===== src/rtl/ppdma_pkg.sv =====
package ppdma_pkg;

    typedef enum logic [2:0] {
        RA_CTRL   = 3'd0,
        RA_ACK    = 3'd1,
        RA_BASE0  = 3'd2,
        RA_BASE1  = 3'd3,
        RA_LEN    = 3'd4,
        RA_STATUS = 3'd5,
        RA_STAMP0 = 3'd6,
        RA_STAMP1 = 3'd7
    } ppdma_reg_e;

    // Bit 0 is buffer 0 empty, bit 3 is underrun.
    typedef struct packed {
        logic udr;
        logic bwe;
        logic emp1;
        logic emp0;
    } ppdma_flags_t;

    typedef struct packed {
        logic [3:0] irq_en;
        logic       run;
    } ppdma_ctrl_t;

    localparam int BLOCK_SHIFT = 6;
    localparam int WORDS_PER_BLOCK_SHIFT = 4;

    function automatic logic [31:0] span_words(input logic [31:0] len_bytes);
        logic [31:0] blocks;
        blocks = len_bytes >> BLOCK_SHIFT;
        if (blocks == 32'd0) blocks = 32'd1;
        return blocks << WORDS_PER_BLOCK_SHIFT;
    endfunction

endpackage


===== src/rtl/ppdma_regs.sv =====
module ppdma_regs
    import ppdma_pkg::*;
#(
    parameter int ADDR_W = 32,
    parameter int SIZE_W = 16
) (
    input  logic              clk,
    input  logic              rst,
    input  logic              wr_en,
    input  logic [2:0]        wr_addr,
    input  logic [31:0]       wr_data,
    input  ppdma_flags_t      set_ev,
    output ppdma_ctrl_t       ctrl,
    output logic [ADDR_W-1:0] base0,
    output logic [ADDR_W-1:0] base1,
    output logic [SIZE_W-1:0] len,
    output ppdma_flags_t      flags,
    output logic              irq
);

    localparam int NFLAG = $bits(ppdma_flags_t);

    logic [NFLAG-1:0] ack_bits;

    always_comb begin
        ack_bits = '0;
        if (wr_en && (ppdma_reg_e'(wr_addr) == RA_ACK))
            ack_bits = wr_data[NFLAG-1:0];
    end

    always_ff @(posedge clk) begin
        if (rst) begin
            ctrl  <= '0;
            base0 <= '0;
            base1 <= '0;
            len   <= '0;
            flags <= '0;
        end else begin
            flags <= ppdma_flags_t'(set_ev | (flags & ~ack_bits));
            if (wr_en) begin
                case (ppdma_reg_e'(wr_addr))
                    RA_CTRL:  ctrl  <= ppdma_ctrl_t'(wr_data[$bits(ppdma_ctrl_t)-1:0]);
                    RA_BASE0: base0 <= wr_data[ADDR_W-1:0];
                    RA_BASE1: base1 <= wr_data[ADDR_W-1:0];
                    RA_LEN:   len   <= wr_data[SIZE_W-1:0];
                    default:  ;
                endcase
            end
        end
    end

    assign irq = |(flags & ctrl.irq_en);

endmodule


===== src/rtl/ppdma_addr_gen.sv =====
module ppdma_addr_gen
    import ppdma_pkg::*;
#(
    parameter int ADDR_W = 32,
    parameter int SIZE_W = 16
) (
    input  logic              clk,
    input  logic              rst,
    input  logic              run,
    input  logic [ADDR_W-1:0] base0,
    input  logic [ADDR_W-1:0] base1,
    input  logic [SIZE_W-1:0] len,
    input  logic              fire,
    output logic [ADDR_W-1:0] fetch_addr,
    output logic              active,
    output logic              drain
);

    localparam int OFF_W = SIZE_W - 2;

    logic [OFF_W-1:0] offset;
    logic [31:0]      last_idx;
    logic [ADDR_W-1:0] base_sel;

    assign last_idx   = span_words(32'(len)) - 32'd1;
    assign drain      = fire && (32'(offset) >= last_idx);
    assign base_sel   = active ? base1 : base0;
    assign fetch_addr = base_sel + ADDR_W'({offset, 2'b00});

    always_ff @(posedge clk) begin
        if (rst || !run) begin
            offset <= '0;
            active <= 1'b0;
        end else if (fire) begin
            if (drain) begin
                offset <= '0;
                active <= ~active;
            end else begin
                offset <= offset + 1'b1;
            end
        end
    end

endmodule


===== src/rtl/ppdma_prefetch.sv =====
module ppdma_prefetch #(
    parameter int PF_DEPTH = 4,
    localparam int LVL_W = $clog2(PF_DEPTH + 1)
) (
    input  logic             clk,
    input  logic             rst,
    input  logic             run,
    input  logic             fetch_ack,
    input  logic             take,
    output logic             fetch_req,
    output logic             fire,
    output logic             starve,
    output logic [LVL_W-1:0] level
);

    logic taken;

    assign fetch_req = run && (level < LVL_W'(PF_DEPTH));
    assign fire      = fetch_req && fetch_ack;
    assign taken     = take && (level != '0);
    assign starve    = run && take && (level == '0);

    always_ff @(posedge clk) begin
        if (rst || !run) begin
            level <= '0;
        end else begin
            case ({fire, taken})
                2'b10:   level <= level + 1'b1;
                2'b01:   level <= level - 1'b1;
                default: level <= level;
            endcase
        end
    end

endmodule


===== src/rtl/ppdma_timestamp.sv =====
module ppdma_timestamp #(
    parameter int TS_W = 32
) (
    input  logic            clk,
    input  logic            rst,
    input  logic            drain,
    input  logic            drain_buf,
    output logic [TS_W-1:0] now,
    output logic [TS_W-1:0] stamp0,
    output logic [TS_W-1:0] stamp1
);

    always_ff @(posedge clk) begin
        if (rst) begin
            now    <= '0;
            stamp0 <= '0;
            stamp1 <= '0;
        end else begin
            now <= now + 1'b1;
            if (drain && !drain_buf) stamp0 <= now;
            if (drain &&  drain_buf) stamp1 <= now;
        end
    end

endmodule


===== src/rtl/pingpong_dma_ctrl.sv =====
module pingpong_dma_ctrl
    import ppdma_pkg::*;
#(
    parameter int ADDR_W   = 32,
    parameter int SIZE_W   = 16,
    parameter int PF_DEPTH = 4,
    parameter int TS_W     = 32
) (
    input  logic              clk,
    input  logic              rst,
    input  logic              reg_wr_en,
    input  logic [2:0]        reg_wr_addr,
    input  logic [31:0]       reg_wr_data,
    input  logic [2:0]        reg_rd_addr,
    output logic [31:0]       reg_rd_data,
    output logic              fetch_req,
    output logic [ADDR_W-1:0] fetch_addr,
    input  logic              fetch_ack,
    input  logic              word_take,
    output logic              irq
);

    localparam int LVL_W = $clog2(PF_DEPTH + 1);

    ppdma_ctrl_t       ctrl_q;
    ppdma_flags_t      flags_q;
    ppdma_flags_t      set_ev;
    logic [ADDR_W-1:0] base0_q;
    logic [ADDR_W-1:0] base1_q;
    logic [SIZE_W-1:0] len_q;
    logic              active;
    logic              drain;
    logic              fire;
    logic              starve;
    logic [LVL_W-1:0]  level;
    logic [TS_W-1:0]   now;
    logic [TS_W-1:0]   stamp0;
    logic [TS_W-1:0]   stamp1;

    always_comb begin
        set_ev      = '0;
        set_ev.emp0 = drain && !active;
        set_ev.emp1 = drain &&  active;
        set_ev.bwe  = starve;
        set_ev.udr  = drain && (active ? flags_q.emp0 : flags_q.emp1);
    end

    ppdma_regs #(.ADDR_W(ADDR_W), .SIZE_W(SIZE_W)) u_regs (
        .clk     (clk),
        .rst     (rst),
        .wr_en   (reg_wr_en),
        .wr_addr (reg_wr_addr),
        .wr_data (reg_wr_data),
        .set_ev  (set_ev),
        .ctrl    (ctrl_q),
        .base0   (base0_q),
        .base1   (base1_q),
        .len     (len_q),
        .flags   (flags_q),
        .irq     (irq)
    );

    ppdma_prefetch #(.PF_DEPTH(PF_DEPTH)) u_pf (
        .clk       (clk),
        .rst       (rst),
        .run       (ctrl_q.run),
        .fetch_ack (fetch_ack),
        .take      (word_take),
        .fetch_req (fetch_req),
        .fire      (fire),
        .starve    (starve),
        .level     (level)
    );

    ppdma_addr_gen #(.ADDR_W(ADDR_W), .SIZE_W(SIZE_W)) u_ag (
        .clk        (clk),
        .rst        (rst),
        .run        (ctrl_q.run),
        .base0      (base0_q),
        .base1      (base1_q),
        .len        (len_q),
        .fire       (fire),
        .fetch_addr (fetch_addr),
        .active     (active),
        .drain      (drain)
    );

    ppdma_timestamp #(.TS_W(TS_W)) u_ts (
        .clk       (clk),
        .rst       (rst),
        .drain     (drain),
        .drain_buf (active),
        .now       (now),
        .stamp0    (stamp0),
        .stamp1    (stamp1)
    );

    always_comb begin
        reg_rd_data = '0;
        case (ppdma_reg_e'(reg_rd_addr))
            RA_CTRL:   reg_rd_data = 32'(ctrl_q);
            RA_ACK:    reg_rd_data = '0;
            RA_BASE0:  reg_rd_data = 32'(base0_q);
            RA_BASE1:  reg_rd_data = 32'(base1_q);
            RA_LEN:    reg_rd_data = 32'(len_q);
            RA_STATUS: reg_rd_data = 32'({active, flags_q});
            RA_STAMP0: reg_rd_data = 32'(stamp0);
            RA_STAMP1: reg_rd_data = 32'(stamp1);
            default:   reg_rd_data = '0;
        endcase
    end

endmodule


===== config.mk =====
export PLATFORM = sky130hd
export DESIGN_NAME = pingpong_dma_ctrl
export DESIGN_NICKNAME = d
export VERILOG_FILES = /design/src/rtl/ppdma_pkg.sv /design/src/rtl/ppdma_regs.sv /design/src/rtl/ppdma_addr_gen.sv /design/src/rtl/ppdma_prefetch.sv /design/src/rtl/ppdma_timestamp.sv /design/src/rtl/pingpong_dma_ctrl.sv
export SDC_FILE = /design/constraint.sdc
export NUM_CORES = 1
export LEC_CHECK = 0
export ABC_CLOCK_PERIOD_IN_PS = 3500
export BUFFER_PORTS_ARGS = -buffer_cell sky130_fd_sc_hd__buf_2
export CELL_PAD_IN_SITES_DETAIL_PLACEMENT = 0
export CELL_PAD_IN_SITES_GLOBAL_PLACEMENT = 1
export CORE_MARGIN = 5
export CORE_UTILIZATION = 40
export CTS_BUF_LIST = sky130_fd_sc_hd__clkbuf_8
export CTS_CLUSTER_SIZE = 40
export DETAILED_ROUTE_END_ITERATION = 7
export PLACE_DENSITY = 0.74
export SETUP_SLACK_MARGIN = 0.3
export SYNTH_ARGS = -nofsm -noshare
export SYNTH_HDL_FRONTEND = slang
export SYNTH_HIERARCHICAL = 1
export SYNTH_SLANG_ARGS = --single-unit

===== constraint.sdc =====
create_clock -name clk -period 3.5 [get_ports clk]
set_input_delay 0.35 -clock clk [delete_from_list [all_inputs] [get_ports clk]]
set_output_delay 0.35 -clock clk [all_outputs]
set_load 0.1 [all_outputs]

==> results of run 1 <==
-- stage by stage --
step	area [um2]	worst slack (ns)
final	16400	-0.249
after floorplan	12300	-0.334
after global routing	16400	-0.375
after global placement	13600	0.0662
after detailed placement	13600	0.00971
after CTS	15500	-0.273
-- synthesized netlist by cell type (all sizes together), types with 9 or more instances --
| cell | n | area, um2 |
|---|---|---|
| mux2i | 108 | 1080 |
| ha | 29 | 363 |
| inv | 26 | 97.6 |
| a22oi | 9 | 67.6 |
| dfxtp | 203 | 4060 |
| nand4 | 15 | 100 |
| o21ai | 28 | 140 |
| nand3 | 20 | 100 |
| o31ai | 12 | 90.1 |
| and2 | 25 | 159 |
| mux4 | 20 | 450 |
| xor2 | 33 | 289 |
| clkbuf | 43 | 161 |
| nand2 | 171 | 642 |
| buf | 39 | 262 |
| or4 | 12 | 90.1 |
| nor2b | 18 | 113 |
| xnor2 | 25 | 219 |
| nor2 | 61 | 234 |
| a21oi | 110 | 551 |
| or3 | 13 | 81.3 |
| nand2b | 125 | 782 |
| mux2 | 24 | 270 |
-- timing repair --
action / CTS / global route
endpoints found under the setup margin: 105 / 106
buffers inserted: 32 / 20
resized for setup: 160 / 137
endpoints found under the hold margin: 0 / 0
pin swaps: 111 / 45
cloned: 9 / 4
-- worst max-delay path, cell delays in order, from the launching register on --
cell and delay (ns):
dfxtp_4 0.37, buf_4 0.14, buf_12 0.11, mux2_4 0.31, ha_4 0.25, and2_4 0.14
a2111o_1 0.48, o21ai_4 0.21, a21oi_4 0.10, o211ai_1 0.37, xor2_4 0.19, buf_12 0.19
-- cell usage in the layout, fill, tap and decap left out, types with 18 or more instances in the layout --
cell type  count
mux4_2        20
buf_12        42
inv_1         26
buf_4         69
nand2_4       44
buf_2         82
mux2i_1      107
nand3_1       18
clkbuf_8      47
nand2b_1     123
nand2_1       94
xor2_1        19
a21oi_2       59
a21oi_1       50
dfxtp_1      200
nand2_2       32
nor2_1        44
and2_1        21
-- path summary, 6_finish.rpt --
kind                        start         endpoint  slack [ns]  cells past startpoint
hold reg to reg   u_ts/stamp1[16]  u_ts/stamp1[16]        0.46                      2
setup / recovery      u_ag/active   fetch_addr[20]       -0.25                     11
setup reg to reg   u_regs/len[13]   u_ts/stamp1[7]       -0.06                     19
hold / removal     reg_wr_data[1]  u_regs/flags[1]        0.06                      2
-- registers in the layout (all words and copies together) (netlist names), 5 cells and up --
name / count
u_regs/len: 16
u_ts/stamp1: 32
u_regs/base1: 32
u_regs/ctrl: 5
u_regs/base0: 32
u_ag/offset: 14
u_ts/now: 32
u_ts/stamp0: 32
-- report_power, final --
part / leakage [uW] / internal (uW) / total (uW) / switching (uW)
clock: 0.000414 / 1350 / 2360 / 1010
combinational: 0.00421 / 214 / 551 / 337
sequential: 0.00164 / 2340 / 2370 / 33.2
total: 0.00627 / 3900 / 5280 / 1380
-- final cells by class --
cell class / instances / area share
Clock inverter: 15 / 0.00763
Clock buffer: 47 / 0.0395
Sequential cell: 203 / 0.248
Inverter: 26 / 0.00626
Multi-Input combinational cell: 984 / 0.529
Tap cell: 384 / 0.0293
Timing Repair Buffer: 221 / 0.140
-- metal layers --
metal | up-vias | global-route usage | share of wire
met4 | 0 | 0.0473 | 0.020
met1 | 4928 | 0.300 | 0.46
li1 | 4945 | - | -
met3 | 49 | 0.0243 | 0.038
met2 | 207 | 0.343 | 0.48
met5 | - | 0 | 0
-- cell families (layout without fill, tap and decap cells) --
| family | count (synthesis) | count (layout) | synth area share |
|---|---|---|---|
| and+or+nand+nor | 507 | 507 | 0.233 |
| AOI/OAI and AO/OA | 236 | 236 | 0.130 |
| xor gates and xnor gates | 58 | 58 | 0.0444 |
| buffers and inverters | 108 | 309 | 0.0455 |
| muxes | 152 | 152 | 0.157 |
| adders and majority gates | 31 | 31 | 0.0352 |
| DFF | 203 | 203 | 0.355 |
==> impl_metrics.tcl, run 1 <==
set metrics [dict create \
    die_w_um 179 \
    layout_setup_ws_ns -0.249 \
    ctsHtreeMaxLevel 2 \
    drt_iter0_drc 530 \
    status "finished with violations" \
    max_cap_violations 0 \
    die_h_um 179 \
    finalSetupTns_ns -3.09 \
    synth-seq-cells 203 \
    first_pass_iters 5 \
    route.detailed.drc 0 \
    cts_tree "built" \
    grt_pass1_wl_um 53600 \
    overflow 0 \
    setup.worst_path.start_class "register" \
    synth-edff-count 0 \
    leakage_uw 0.00627 \
    die-area_um2 32100 \
    cts_root_buf "clkbuf_8" \
    antenna-diode-count 0 \
    finalHoldWorstSlack_ns 0.0568 \
    antenna_found_initial 0 \
    arrival_ns 3.40 \
    seqCellArea_um2 4070 \
    drive_gt1_frac 0.391 \
    worst_pin_slew_ns 0.778 \
    initial_core_util 0.402 \
    path_clk_slew_ns 0.07 \
    core_um2 28500 \
    finalCritPeriodShare 1.07 \
    place_inst 1753 \
    async_flop_share 0 \
    grt_pass1_vias 9394 \
    clk_latency_ns 0.53 \
    setup_viol 50 \
    critPathKind "reg2out" \
    drv_slew 0 \
    violations "negative setup slack" \
    clock_sinks 203 \
    hold_viol 0 \
    endpoint_kind "output pin" \
    cp_data_required_time_ns 3.15 \
    synthCells 1295 \
    rsz0062_at_grt "true" \
    final_core_util 0.576 \
    stdcell_count 1880 \
    crit_fanout 4 \
    row_count 62 \
    ys_seq_area_frac 0.355 \
    post_synth.cell_area_avg_um2 8.84 \
    min_period_ns 3.75 \
    grt_usage 0.210 \
    vdd_ir_drop_max_uv 217 \
    relSlewSlack 0.481 \
    clockBufferDepth 3 \
    wl_per_cell_um 18.8 \
    syn_area_um2 11400 \
    clock.fmax_ghz 0.267 \
    power_density_nw_per_um2 322 \
    power_uw 5280 \
    ios 109 \
    layout.nets 1547 \
    cts_buffers 37 \
    synth.net_count 1369 \
    min_path_type "in2reg" \
    multiInputGateArea_um2 8680 \
    ys.flop_type "dfxtp_1" \
    skew_ns 0.0217 \
    hpwlAfterDp_um 23200 \
    vias 10100 \
    n_fill_cell 2444 \
    synth_cell_types 73 \
    wl_um 35300 \
    grt_max_degree 91 \
    vias_per_cell 5.39 \
    ant_nets 0 \
    gp_congestion 0.843 \
    ctsHoldBuffers 0 \
    port_buffers 108 \
    area_growth_pct 43.2 \
    yosys_warnings 6 \
]
Note: power is estimated with default switching activity, not from simulation.
==> run 2, diff against run 1 <==
--- a/config.mk
+++ b/config.mk
@@ -9,7 +9,6 @@
 export BUFFER_PORTS_ARGS = -buffer_cell sky130_fd_sc_hd__buf_2
 export CELL_PAD_IN_SITES_DETAIL_PLACEMENT = 0
 export CELL_PAD_IN_SITES_GLOBAL_PLACEMENT = 1
-export CORE_MARGIN = 5
 export CORE_UTILIZATION = 40
 export CTS_BUF_LIST = sky130_fd_sc_hd__clkbuf_8
 export CTS_CLUSTER_SIZE = 40
==> run 2 against run 1 <==
  * Maximum frequency up 2.0%
  * Final cell count down 0.59%
  * Routed wire length down 3.6%
  * Final area down 2.1%
  * Sequential cell count unchanged
  * First-iteration DRC count up 3.8%
  * Power down 1.6%
  * Critical path type unchanged
  * The run still ends with negative setup slack left
  * Critical path depth up 1
  * Largest cell class unchanged
  * Utilization down 0.10 points
  * Die area down 8.7%
  * Sequential power about the same
  * Setup slack better by 0.073 ns
==> impl_metrics.tcl, run 2 (synthesis gave the netlist of run 1 again) <==
set metrics [dict create \
    endpoint_kind "output pin" \
    area_growth_pct 40.2 \
    gp_congestion 0.841 \
    violations "negative setup slack" \
    max_cap_violations 0 \
    final_cell_area_um2 16100 \
    finalCritPeriodShare 1.05 \
    vdd_ir_drop_max_uv 192 \
    wl_um 34100 \
    grt_max_degree 59 \
    setup.worst_path.start_class "register" \
    drv_slew 0 \
    port_buffers 108 \
    cts_buffers 37 \
    cts_tree "built" \
    reg2reg_slack_ns -0.13 \
    finalHoldWorstSlack_ns 0.0485 \
    rsz0062_at_grt "true" \
    n_fill_cell 2477 \
    critPathKind "reg2out" \
    arrival_ns 3.33 \
    stdcell_count 1869 \
    clockBufferDepth 3 \
    layout_common_cells "200 x dfxtp_1, 124 x nand2b_1, 107 x mux2i_1" \
    first_pass_iters 5 \
    min_path_type "in2reg" \
    grt_pass1_vias 9433 \
    min_period_ns 3.68 \
    clk_latency_ns 0.53 \
    overflow 0 \
    die_h_um 171 \
    antenna_found_initial 2 \
    die_w_um 171 \
    clock_sinks 203 \
    hpwlAfterDp_um 23300 \
    layout.nets 1540 \
    drt_iter0_drc 550 \
    row_count 61 \
    wl_per_cell_um 18.2 \
    core_um2 27900 \
    status "finished with violations" \
    relSlewSlack 0.435 \
    die-area_um2 29300 \
    route.detailed.drc 0 \
    ctsHtreeMaxLevel 2 \
    crit_fanout 5 \
    setup_viol 31 \
    worst_pin_slew_ns 0.839 \
    initial_core_util 0.410 \
    grt_pass1_wl_um 52400 \
    path_clk_slew_ns 0.06 \
    skew_ns 0.0300 \
    final_common_cell "dfxtp_1" \
    drive_gt1_frac 0.381 \
    place_area_um2 13600 \
    vias_per_cell 5.35 \
    cp_data_required_time_ns 3.15 \
    hold_viol 0 \
    power_density_nw_per_um2 324 \
    clock.fmax_ghz 0.272 \
    cts_root_buf "clkbuf_8" \
    ios 109 \
    vias 10000 \
    grt_usage 0.230 \
    ctsHoldBuffers 0 \
    ant_nets 0 \
    place_inst 1749 \
    layout_setup_ws_ns -0.176 \
    leakage_uw 0.00639 \
]
## run 2: changes by cell type in the layout (fill, tap and decap cells not counted), moves of 3 or more
cell	delta
buf_12	-5
ha_1	+3
clkbuf_16	-3
inv_1	+4
nand2_2	+21
buf_6	+4
nand2_4	-16
nand2_1	-5
a21oi_2	-3
a21oi_1	+3
## run 2: what timing repair did
| action | 4_1_cts | 5_1_grt |
|---|---|---|
| pin swaps | 41 | 57 |
| gates cloned | 8 | 1 |
| buffers inserted | 32 | 15 |
| endpoints found under the setup margin | 104 | 107 |
| resized for setup | 133 | 141 |
## run 2: through the flow
stage | power [uW] | setup slack [ns] | setup TNS, ns | utilization
detailed placement | 2930 | 0.0480 | 0 | 0.487
global placement | 2930 | 0.118 | 0 | 0.487
global route | 5390 | -0.293 | -12.97 | 0.575
CTS | 5220 | -0.240 | -2.49 | 0.549
floorplan | 2790 | -0.334 | -2.41 | -
finish | 5190 | -0.176 | -2.59 | 0.575
## run 2: final timing paths
| path | cells after the start | endpoint | startpoint |
|---|---|---|---|
| worst max-delay path | 12 | fetch_addr[29] | u_ag/active |
| worst min-delay path | 2 | u_regs/flags[2] | reg_wr_data[2] |
| worst max register to register | 19 | u_ts/stamp0[23] | u_regs/len[10] |
| worst min register to register | 2 | u_ts/stamp1[17] | u_ts/stamp1[17] |
## run 2: final cells by class
cell class                 count  area, um2  share of cell area
sequential                   203       4070               0.254
tap                          378        473              0.0295
antenna                        2       5.00            0.000312
timing repair buffer         214       2120               0.132
inverter                      26        100             0.00623
clock inverter                14       85.1             0.00530
clock buffer                  48        661              0.0412
multi-input combinational    984       8540               0.532
## run 2: routing by layer
metal	GRT usage	routed length [um]	up-vias
met5	0	0	-
met4	0.0633	778	0
met3	0.0285	1280	52
met2	0.361	15800	203
met1	0.329	16200	4816
li1	-	-	4931
## run 2: power breakdown
group | total (uW) | internal (uW) | switching [uW]
clock network | 2280 | 1290 | 988
logic | 545 | 210 | 335
registers | 2370 | 2340 | 33.7
## run 2: worst max-delay path, stage by stage (launching register included)
cell       delay, ns
dfxtp_4         0.36
buf_12          0.14
buf_6           0.12
mux2_4          0.31
ha_4            0.29
a21o_1          0.15
a21oi_2         0.08
a2111oi_4       0.37
o31ai_4         0.14
buf_4           0.16
nor4_4          0.32
xnor2_4         0.16
buf_12          0.19
==> run 3, diff against run 2 <==
--- a/config.mk
+++ b/config.mk
@@ -9,6 +9,7 @@
 export BUFFER_PORTS_ARGS = -buffer_cell sky130_fd_sc_hd__buf_2
 export CELL_PAD_IN_SITES_DETAIL_PLACEMENT = 0
 export CELL_PAD_IN_SITES_GLOBAL_PLACEMENT = 1
+export CORE_ASPECT_RATIO = 1.4
 export CORE_UTILIZATION = 40
 export CTS_BUF_LIST = sky130_fd_sc_hd__clkbuf_8
 export CTS_CLUSTER_SIZE = 40
==> run 3 against run 2 <==
  * Worst hold slack worse by 0.0042 ns
  * The run still ends with negative setup slack left
  * Sequential power hardly changed
  * Highest routed layer unchanged
  * Power down 4.9%
==> impl_metrics.tcl, run 3 (synthesis gave the netlist of run 1 again) <==
set metrics [dict create \
    first_pass_iters 5 \
    grt_pass1_vias 9969 \
    status "finished with violations" \
    grt_max_degree 84 \
    port_buffers 108 \
    final_core_util 0.579 \
    vdd_ir_drop_max_uv 280 \
    row_count 72 \
    setup.worst_path.start_class "register" \
    initial_core_util 0.410 \
    critPathKind "reg2out" \
    wl_um 35700 \
    endpoint_kind "output pin" \
    setup_viol 76 \
    arrival_ns 3.41 \
    crit_fanout 4 \
    dp_slack_ns -0.0171 \
    vias 10200 \
    grt_pass1_wl_um 55200 \
    cts_root_buf "clkbuf_8" \
    final_common_cell "dfxtp_1" \
    ctsHtreeMaxLevel 2 \
    skew_ns 0.0294 \
    die_h_um 202 \
    cts_buffers 34 \
    antenna_found_initial 0 \
    wl_per_cell_um 19.3 \
    leakage_uw 0.00649 \
    die-area_um2 29300 \
    hpwlAfterDp_um 23100 \
    busiest_layer "met2" \
    die_w_um 145 \
    min_path_type "in2reg" \
    relSlewSlack 0.475 \
    rsz0062_at_grt "true" \
    n_fill_cell 2412 \
    crit_chain "buf_12 -> mux2_4 -> ha_4 -> a21o_1 -> a31o_1 -> a221o_1 -> buf_6 -> o31ai_4 -> buf_6 -> nor3_4 -> xnor2_4 -> buf_12" \
    route.detailed.drc 0 \
    layout.nets 1538 \
    hold_viol 0 \
    ant_nets 0 \
    vias_per_cell 5.48 \
    worst_pin_slew_ns 0.788 \
    slowest_stage "dfxtp_4" \
    grt_use_met3 0.0296 \
    area_growth_pct 41.3 \
    max_cap_violations 0 \
    clk_latency_ns 0.55 \
    min_period_ns 3.76 \
    seqCellArea_um2 4070 \
    met2_usage 0.419 \
    layout_setup_ws_ns -0.257 \
    power_density_nw_per_um2 305 \
    layout_common_cells "201 x dfxtp_1, 123 x nand2b_1, 107 x mux2i_1" \
    violations "negative setup slack" \
    clockBufferDepth 3 \
    antenna-diode-count 0 \
    clock.fmax_ghz 0.266 \
    clock_sinks 203 \
    ios 109 \
    drive_gt1_frac 0.383 \
    gp_congestion 0.846 \
    grt_usage 0.240 \
    critical-path-max-stage-delay_ns 0.38 \
    cp_data_required_time_ns 3.15 \
    use_met1 0.301 \
    core_um2 27900 \
    overflow 0 \
    path_clk_slew_ns 0.07 \
    drv_slew 0 \
    cts_tree "built" \
    drt_iter0_drc 595 \
    finalCritPeriodShare 1.07 \
    multiInputGateArea_um2 8740 \
]
==> run 3: where the power goes <==
group	internal [uW]	switching, uW	leakage, uW
clock network	1040	980	0.000347
registers	2330	32.8	0.00164
logic	214	341	0.00450
==> run 3: path summary, 6_finish.rpt <==
kind / from / to / slack (ns) / cells past startpoint
hold / removal: reg_wr_data[3] / u_regs/flags[3] / 0.04 / 2
setup reg to reg: u_regs/len[13] / u_ts/stamp1[24] / -0.07 / 19
setup / recovery: u_ag/active / fetch_addr[25] / -0.26 / 12
hold reg to reg: u_ts/stamp1[14] / u_ts/stamp1[14] / 0.45 / 2
==> run 3: metal layers <==
metal | wire length, um | part of all wire
met5 | 0 | 0
met3 | 1360 | 0.038
met2 | 18100 | 0.51
met4 | 1100 | 0.031
met1 | 15200 | 0.42
==> run 3: layout make-up <==
type,instances,share of cell area
tap,370,0.0286
clock buffer,40,0.0340
clock inverter,14,0.00425
multi-input combinational,984,0.541
inverter,26,0.00619
sequential,203,0.252
timing repair buffer,215,0.135
==> run 3: through the flow <==
stage	setup TNS [ns]	instance area [um2]	hold WS, ns	total power (uW)	std cells
finish	-4.54	16200	0.0443	4940	1852
global route	-16.08	16200	0.0261	5110	1852
CTS	-4.06	15300	0.0168	4960	1839
detailed placement	-0.0869	13600	0.443	2940	1739
global placement	0	13600	0.440	2930	1739
floorplan	-2.41	12300	0.433	2790	1295
==> run 3: timing repair <==
action | CTS | global route
pin swaps | 111 | 86
endpoints found under the hold margin | 1 | 0
gates resized for setup | 161 | 166
buffers inserted | 35 | 11
gates cloned | 10 | 2
hold buffers | 1 | 0
setup endpoints to repair | 98 | 107
==> run 3: critical path, delay by kind of cell, from the launching register on <==
| kind | cells | cell delay [ns] |
|---|---|---|
| flops | 1 | 0.38 |
| mux | 1 | 0.33 |
| simple gates | 1 | 0.06 |
| fa+ha+maj | 1 | 0.24 |
| compound gates | 4 | 1.01 |
| xor+xnor | 1 | 0.21 |
| buf+inv | 4 | 0.63 |
